`src/rtl/urx_pkg.sv`:
```
// Package: shared types for the receive cell port.
// Assumes: mode codes are a static configuration input.
package urx_pkg;
    typedef enum logic [1:0] {
        HS_OCTET = 2'b00,
        HS_CELL  = 2'b01,
        HS_MPHY  = 2'b10,
        HS_RSVD  = 2'b11
    } hs_mode_e;
endpackage

```
`src/rtl/urx_store.sv`:
```
// Module: circular byte store with a start-of-cell tag per entry.
// What it does: holds DEPTH tagged bytes. It exposes the head entry and a byte count.
// Assumes: the caller never pushes into a full store (admission reserves room).
//          A pop request on an empty store is dropped here.
module urx_store #(
    parameter int DATA_W = 8,
    parameter int DEPTH  = 212,
    parameter int CNT_W  = 8
) (
    input  logic              clk,
    input  logic              rst_n,
    input  logic              push,
    input  logic [DATA_W-1:0] push_data,
    input  logic              push_soc,
    input  logic              pop_req,
    output logic [DATA_W-1:0] head_data,
    output logic              head_soc,
    output logic              popped,
    output logic [CNT_W-1:0]  byte_cnt
);
    localparam int PTR_W = $clog2(DEPTH);

    logic [DATA_W:0]    mem [DEPTH];
    logic [PTR_W-1:0]   wr_ptr;
    logic [PTR_W-1:0]   rd_ptr;

    function automatic logic [PTR_W-1:0] bump(input logic [PTR_W-1:0] p);
        return (p == PTR_W'(DEPTH - 1)) ? '0 : p + 1'b1;
    endfunction

    assign popped = pop_req && (byte_cnt != '0);
    assign {head_soc, head_data} = mem[rd_ptr];

    // Storage write: tagged byte goes to the write slot.
    always_ff @(posedge clk) begin
        if (push) begin
            mem[wr_ptr] <= {push_soc, push_data};
        end
    end

    // Pointers and occupancy count.
    always_ff @(posedge clk) begin
        if (!rst_n) begin
            wr_ptr   <= '0;
            rd_ptr   <= '0;
            byte_cnt <= '0;
        end else begin
            if (push)   wr_ptr <= bump(wr_ptr);
            if (popped) rd_ptr <= bump(rd_ptr);
            case ({push, popped})
                2'b10:   byte_cnt <= byte_cnt + 1'b1;
                2'b01:   byte_cnt <= byte_cnt - 1'b1;
                default: byte_cnt <= byte_cnt;
            endcase
        end
    end
endmodule

```
`src/rtl/urx_admit.sv`:
```
// Module: per-cell admission on the write side.
// What it does: at each start-of-cell byte, decides whether the whole cell fits.
//   An accepted cell's bytes are pushed. A rejected cell is skipped and a sticky flag is set.
// Assumes: CELL_BYTES > 1. Bytes beyond CELL_BYTES in one cell are discarded.
module urx_admit #(
    parameter int CELL_BYTES = 53,
    parameter int DEPTH      = 212,
    parameter int CNT_W      = 8
) (
    input  logic             clk,
    input  logic             rst_n,
    input  logic             wr_valid,
    input  logic             wr_soc,
    input  logic [CNT_W-1:0] byte_cnt,
    output logic             push,
    output logic             cell_start,
    output logic             cell_done,
    output logic             ovf_flag
);
    localparam int BIN_W = $clog2(CELL_BYTES + 1);

    logic             accepting;
    logic [BIN_W-1:0] bytes_in;
    logic             room;

    assign room       = byte_cnt <= CNT_W'(DEPTH - CELL_BYTES);
    assign cell_start = wr_valid && wr_soc && room;
    assign push       = cell_start || (wr_valid && !wr_soc && accepting);
    assign cell_done  = push && !wr_soc && (bytes_in == BIN_W'(CELL_BYTES - 1));

    // Cell tracking: acceptance state, byte position, sticky drop flag.
    always_ff @(posedge clk) begin
        if (!rst_n) begin
            accepting <= 1'b0;
            bytes_in  <= '0;
            ovf_flag  <= 1'b0;
        end else if (wr_valid && wr_soc) begin
            accepting <= room;
            bytes_in  <= BIN_W'(1);
            if (!room) ovf_flag <= 1'b1;
        end else if (push) begin
            bytes_in <= bytes_in + 1'b1;
            if (cell_done) accepting <= 1'b0;
        end
    end
endmodule

```
`src/rtl/urx_cellcnt.sv`:
```
// Module: count of complete cells whose first byte is still stored.
// What it does: counts up when a cell completes and down when a complete cell's
//   first byte is read. If the reader takes the head of a cell that is still
//   being written, that cell is never counted.
// Assumes: complete cells are always older than the cell being written.
module urx_cellcnt #(
    parameter int CCNT_W = 3
) (
    input  logic clk,
    input  logic rst_n,
    input  logic cell_start,
    input  logic cell_done,
    input  logic pop_soc,
    output logic have_cell
);
    logic [CCNT_W-1:0] cells;
    logic              head_gone;
    logic              early_pop;
    logic              inc;
    logic              dec;

    assign early_pop = pop_soc && (cells == '0);
    assign inc       = cell_done && !head_gone && !early_pop;
    assign dec       = pop_soc && (cells != '0);
    assign have_cell = cells != '0;

    // Complete-cell counter.
    always_ff @(posedge clk) begin
        if (!rst_n) begin
            cells <= '0;
        end else if (inc && !dec) begin
            cells <= cells + 1'b1;
        end else if (dec && !inc) begin
            cells <= cells - 1'b1;
        end
    end

    // Marks an in-progress cell whose first byte was already read.
    always_ff @(posedge clk) begin
        if (!rst_n) begin
            head_gone <= 1'b0;
        end else if (cell_start) begin
            head_gone <= 1'b0;
        end else if (early_pop) begin
            head_gone <= 1'b1;
        end
    end
endmodule

```
`src/rtl/urx_handshake.sv`:
```
// Module: cell-available flag and its drive enable.
// What it does: picks the byte or cell rule by mode. In multi-PHY mode it drives
//   only in the cycle after the polled address matched the local address.
// Assumes: mode and local address are static.
module urx_handshake
    import urx_pkg::*;
#(
    parameter int ADDR_W = 5
) (
    input  logic              clk,
    input  logic              rst_n,
    input  hs_mode_e          mode,
    input  logic [ADDR_W-1:0] local_addr,
    input  logic [ADDR_W-1:0] poll_addr,
    input  logic              any_byte,
    input  logic              have_cell,
    output logic              clav,
    output logic              clav_oe
);
    logic sel_q;

    // Registers the address match for the next cycle.
    always_ff @(posedge clk) begin
        if (!rst_n) begin
            sel_q <= 1'b0;
        end else begin
            sel_q <= (poll_addr == local_addr);
        end
    end

    // Flag and enable by mode.
    always_comb begin
        case (mode)
            HS_OCTET: begin
                clav_oe = 1'b1;
                clav    = any_byte;
            end
            HS_MPHY: begin
                clav_oe = sel_q;
                clav    = sel_q && have_cell;
            end
            default: begin
                clav_oe = 1'b1;
                clav    = have_cell;
            end
        endcase
    end
endmodule

```
`src/rtl/urx_rx_port.sv`:
```
// Module: top of the receive cell port.
// What it does: joins admission, storage, cell counting and handshake. It registers
//   the read data and start-of-cell flag on each successful read.
// Assumes: one clock for both sides; cfg_mode and cfg_addr are static.
module urx_rx_port
    import urx_pkg::*;
#(
    parameter int CELL_BYTES  = 53,
    parameter int DEPTH_CELLS = 4,
    parameter int DATA_W      = 8,
    parameter int ADDR_W      = 5
) (
    input  logic              clk,
    input  logic              rst_n,
    input  logic [1:0]        cfg_mode,
    input  logic [ADDR_W-1:0] cfg_addr,
    input  logic              wr_valid,
    input  logic [DATA_W-1:0] wr_data,
    input  logic              wr_soc,
    input  logic              rd_en_n,
    input  logic [ADDR_W-1:0] rd_addr,
    output logic [DATA_W-1:0] rd_data,
    output logic              rd_data_oe,
    output logic              rd_soc,
    output logic              clav,
    output logic              clav_oe,
    output logic              overflow_seen
);
    localparam int DEPTH  = CELL_BYTES * DEPTH_CELLS;
    localparam int CNT_W  = $clog2(DEPTH + 1);
    localparam int CCNT_W = $clog2(DEPTH_CELLS + 1);

    logic              push;
    logic              cell_start;
    logic              cell_done;
    logic              popped;
    logic              head_soc;
    logic [DATA_W-1:0] head_data;
    logic [CNT_W-1:0]  byte_cnt;
    logic              have_cell;

    urx_admit #(
        .CELL_BYTES (CELL_BYTES),
        .DEPTH      (DEPTH),
        .CNT_W      (CNT_W)
    ) admit_i (
        .clk        (clk),
        .rst_n      (rst_n),
        .wr_valid   (wr_valid),
        .wr_soc     (wr_soc),
        .byte_cnt   (byte_cnt),
        .push       (push),
        .cell_start (cell_start),
        .cell_done  (cell_done),
        .ovf_flag   (overflow_seen)
    );

    urx_store #(
        .DATA_W (DATA_W),
        .DEPTH  (DEPTH),
        .CNT_W  (CNT_W)
    ) store_i (
        .clk       (clk),
        .rst_n     (rst_n),
        .push      (push),
        .push_data (wr_data),
        .push_soc  (wr_soc),
        .pop_req   (!rd_en_n),
        .head_data (head_data),
        .head_soc  (head_soc),
        .popped    (popped),
        .byte_cnt  (byte_cnt)
    );

    urx_cellcnt #(
        .CCNT_W (CCNT_W)
    ) cellcnt_i (
        .clk        (clk),
        .rst_n      (rst_n),
        .cell_start (cell_start),
        .cell_done  (cell_done),
        .pop_soc    (popped && head_soc),
        .have_cell  (have_cell)
    );

    urx_handshake #(
        .ADDR_W (ADDR_W)
    ) hs_i (
        .clk        (clk),
        .rst_n      (rst_n),
        .mode       (hs_mode_e'(cfg_mode)),
        .local_addr (cfg_addr),
        .poll_addr  (rd_addr),
        .any_byte   (byte_cnt != '0),
        .have_cell  (have_cell),
        .clav       (clav),
        .clav_oe    (clav_oe)
    );

    assign rd_data_oe = !rd_en_n;

    // Read output register: loads the head byte on a successful read.
    always_ff @(posedge clk) begin
        if (!rst_n) begin
            rd_data <= '0;
            rd_soc  <= 1'b0;
        end else if (popped) begin
            rd_data <= head_data;
            rd_soc  <= head_soc;
        end
    end
endmodule

```
`config.mk`:
```
export PLATFORM = sky130hd
export DESIGN_NAME = urx_rx_port
export DESIGN_NICKNAME = d
export VERILOG_FILES = /design/src/rtl/urx_pkg.sv /design/src/rtl/urx_store.sv /design/src/rtl/urx_admit.sv /design/src/rtl/urx_cellcnt.sv /design/src/rtl/urx_handshake.sv /design/src/rtl/urx_rx_port.sv
export SDC_FILE = /design/constraint.sdc
export NUM_CORES = 2
export LEC_CHECK = 0
export BUFFER_PORTS_ARGS = -buffer_cell sky130_fd_sc_hd__buf_2
export CORE_MARGIN = 1.5
export CORE_UTILIZATION = 51
export CTS_CLUSTER_SIZE = 24
export DETAILED_ROUTE_END_ITERATION = 10
export GPL_TIMING_DRIVEN = 0
export PLACE_DENSITY = 0.69
export SLEW_MARGIN = 30
export SYNTH_ARGS = -nofsm -noshare
export SYNTH_HDL_FRONTEND = slang
export SYNTH_HIERARCHICAL = 1
export SYNTH_SLANG_ARGS = --single-unit
```
`constraint.sdc`:
```
create_clock -name clk -period 8.3 [get_ports clk]
set_clock_uncertainty 0.1 [all_clocks]
set_input_delay 1.66 -clock clk [delete_from_list [all_inputs] [get_ports clk]]
set_output_delay 1.66 -clock clk [all_outputs]
set_load 0.005 [all_outputs]
```
==> metrics.txt <==
status complete, no violations; Initial Utilization 51.2%; CP max FO 10; dpl hpwl 159 mm; CTS sink count 1962; synth-to-layout area growth 13.1%; I/O pin count 38; via/cell ratio 6.84; largest net degree at the start of global routing 121; vias in the first global route 39350; GRT Total Usage 32.3%; grt total ovfl 0; top_reg_cell synth edfxtp_1; critical path endpoint category flip-flop; Hold Path Cell Cnt 1; Vias 41396; Area contributors post-synth edfxtp_1 75%, mux4_2 15%, dfxtp_1 1.4%; clk slew on worst S/H paths 60 ps; cts repair resizes 0; ANT nets after route 0; Yosys warning count 6; leading area contributor after synthesis edfxtp_1; clock root buffer clkbuf_16; Slew @ Worst Pin 1200 ps; initial antenna violation count 10; H-tree depth 4; Distinct cells, synth 73; slew margin rel. 20.1%; final WL 243 mm; syn nets 3657; Horiz. Die Dim 390 um; routed wire length per instance 40.2 um; Critical Path RT 8950 ps; Inst Count DP 5700; worst hold slack 359 ps; WP data arrival 6870 ps; Cell Rows 142; Slew Limit Fails 0; crit start category flip-flop; Final period util 74.9%; post-layout minimum cycle time 6220 ps; area of the core 149000 um2; Final Wtd Congestion 1.07; synthesized instance count 3620; post-synthesis register bit count 1962; EDFF count, synth 1908; drt pass-1 iters 8; Min-Delay Path Class reg2reg; postcts setup bufs 0; worst vdd ir 226 uV; fmax 161 MHz; Post-synth top cells 1908 x edfxtp_1, 513 x mux4_2, 258 x nor2_1, 108 x nand2_1, 103 x mux2i_1; CTS tree done; Final Instance Area 86600 um2; CP Class reg2reg; nets 3910; Skew-Pair Late Insertion Delay 850 ps; Syn Area/Cell 21.2 um2; Initial DRC Count 7085; Finished Layout Cells 6049; number of setup violations in the final report 0; Layout fillers 10680; die footprint 152000 um2; chip height 390 um; share of layout cells above drive strength 1 29.2%; number of hold buffers added after CTS 0; Synth async-reset ratio 0%; unrepaired setup endpoints after global routing false; Max-cap violations 0; reg2reg path depth 18; Cell Area, Placed 80500 um2; global-route wire length before repair 328 mm; post-synthesis sequential area ratio 76.2%; top-count cell post-synth edfxtp_1; Yosys top cell area share 74.8%; mapped cell area 76600 um2; # port buffers 37; final setup TNS 0 ps; total clock buffers created by CTS 187; Final Hold Viols 0; LEAKAGE 26.6 nW; pwr dens 278 nW/um2; clk buf depth 3; DRC Markers 0
==> per-layer routing <==
metal | track usage (%) | share of wire (%) | vias up
li1 | - | - | 15604
met1 | 42.3 | 34 | 21683
met2 | 46.7 | 44 | 3400
met3 | 11.1 | 14 | 701
met4 | 19.5 | 7.2 | 8
met5 | 1.50 | 0.14 | -
==> layout make-up <==
cell class	instances	area, um2	share of cell area (%)
clock inverters	126	1140	1.32
plain buffers	202	1100	1.27
multi-input cells	1433	17500	20.3
clock buffers	218	4820	5.56
diodes	5	12.5	0.0145
flip-flops and latches	1962	58400	67.4
repair buffers	64	982	1.13
inverters	23	86.3	0.0997
well taps	2016	2520	2.91
==> worst max-delay path, stage by stage (launching register included) <==
cell and delay, ps:
dfxtp_1 380, inv_2 620, buf_2 790, buf_2 680, clkbuf_2 690, nand2_1 120, nand3_1 180, nand3_1 270
and4_1 290, nor3_1 440, and2_4 310, a21oi_1 90, and2_1 170, ha_1 210, inv_1 70, fa_1 170
xor2_1 70, or3_1 300, a21boi_1 130
==> kinds of logic after synthesis <==
kind of cell,count (synthesis),synth area share [%]
AND/OR/NAND/NOR,547,3.20
buffers and inverters,225,1.48
AO/OA/AOI/OAI,228,2.09
adder cells (fa/ha/maj),12,0.206
multiplexers,622,16.5
XOR/XNOR,24,0.275
flip-flops,1962,76.2
==> final timing paths <==
check / start / to / slack [ps]
setup / recovery: flip-flop / cellcnt_i/cells[2] / 2080
hold / removal: admit_i/ovf_flag / admit_i/ovf_flag / 360
setup reg to reg: flip-flop / cellcnt_i/cells[2] / 2080
hold reg to reg: admit_i/ovf_flag / admit_i/ovf_flag / 360
==> state kept, by name, indices dropped and copies added (netlist names), named ones only <==
| name | flops |
|---|---|
| store_i/mem | 1908 |
| store_i/byte_cnt | 8 |
| admit_i/ovf_flag | 1 |
| store_i/rd_ptr | 8 |
| admit_i/bytes_in | 6 |
| cellcnt_i/head_gone | 1 |
| rd_data | 8 |
| hs_i/sel_q | 1 |
| rd_soc | 1 |
| store_i/wr_ptr | 8 |
| admit_i/accepting | 1 |
| cellcnt_i/cells | 3 |
==> placed cells by master, fill, tap and decap left out, drive strengths merged, types with 8 or more instances in the layout <==
cell type and n:
edfxtp 1908, nor2b 25, bufinv 17, nand3 45, nand2b 8, o21ai 39, clkbuf 306, a221oi 22
inv 29, and2 10, a21oi 33, nor4 14, clkinv 98, xnor2 9, o22ai 15, nor3 24
ha 11, mux4 513, dfxtp 54, mux2i 103, nand4 12, a311oi 9, a31oi 15, and3 20
nor2 258, buf 178, xor2 15, a22oi 32, nand2 108, a22o 9
==> power breakdown <==
part / internal, W / switching, W / total (W)
Clock: 0.00469 / 0.00370 / 0.00839
Combinational: 0.00182 / 0.00294 / 0.00476
Sequential: 0.0109 / 0.0000346 / 0.0109
Total: 0.0174 / 0.00667 / 0.0241
==> metrics by stage <==
| stage | util [%] | setup WS (ps) | total power [W] |
|---|---|---|---|
| 2_1_floorplan | - | 3790 | 0.0137 |
| 3_3_place_gp | 53.1 | -592 | 0.0157 |
| 3_5_place_dp | 53.8 | 2180 | 0.0158 |
| 4_1_cts | 57.8 | 2400 | 0.0240 |
| 5_1_grt | 57.9 | 2230 | 0.0245 |
| 6_report | 57.9 | 2080 | 0.0241 |
Note: power is estimated with default switching activity, not from simulation.
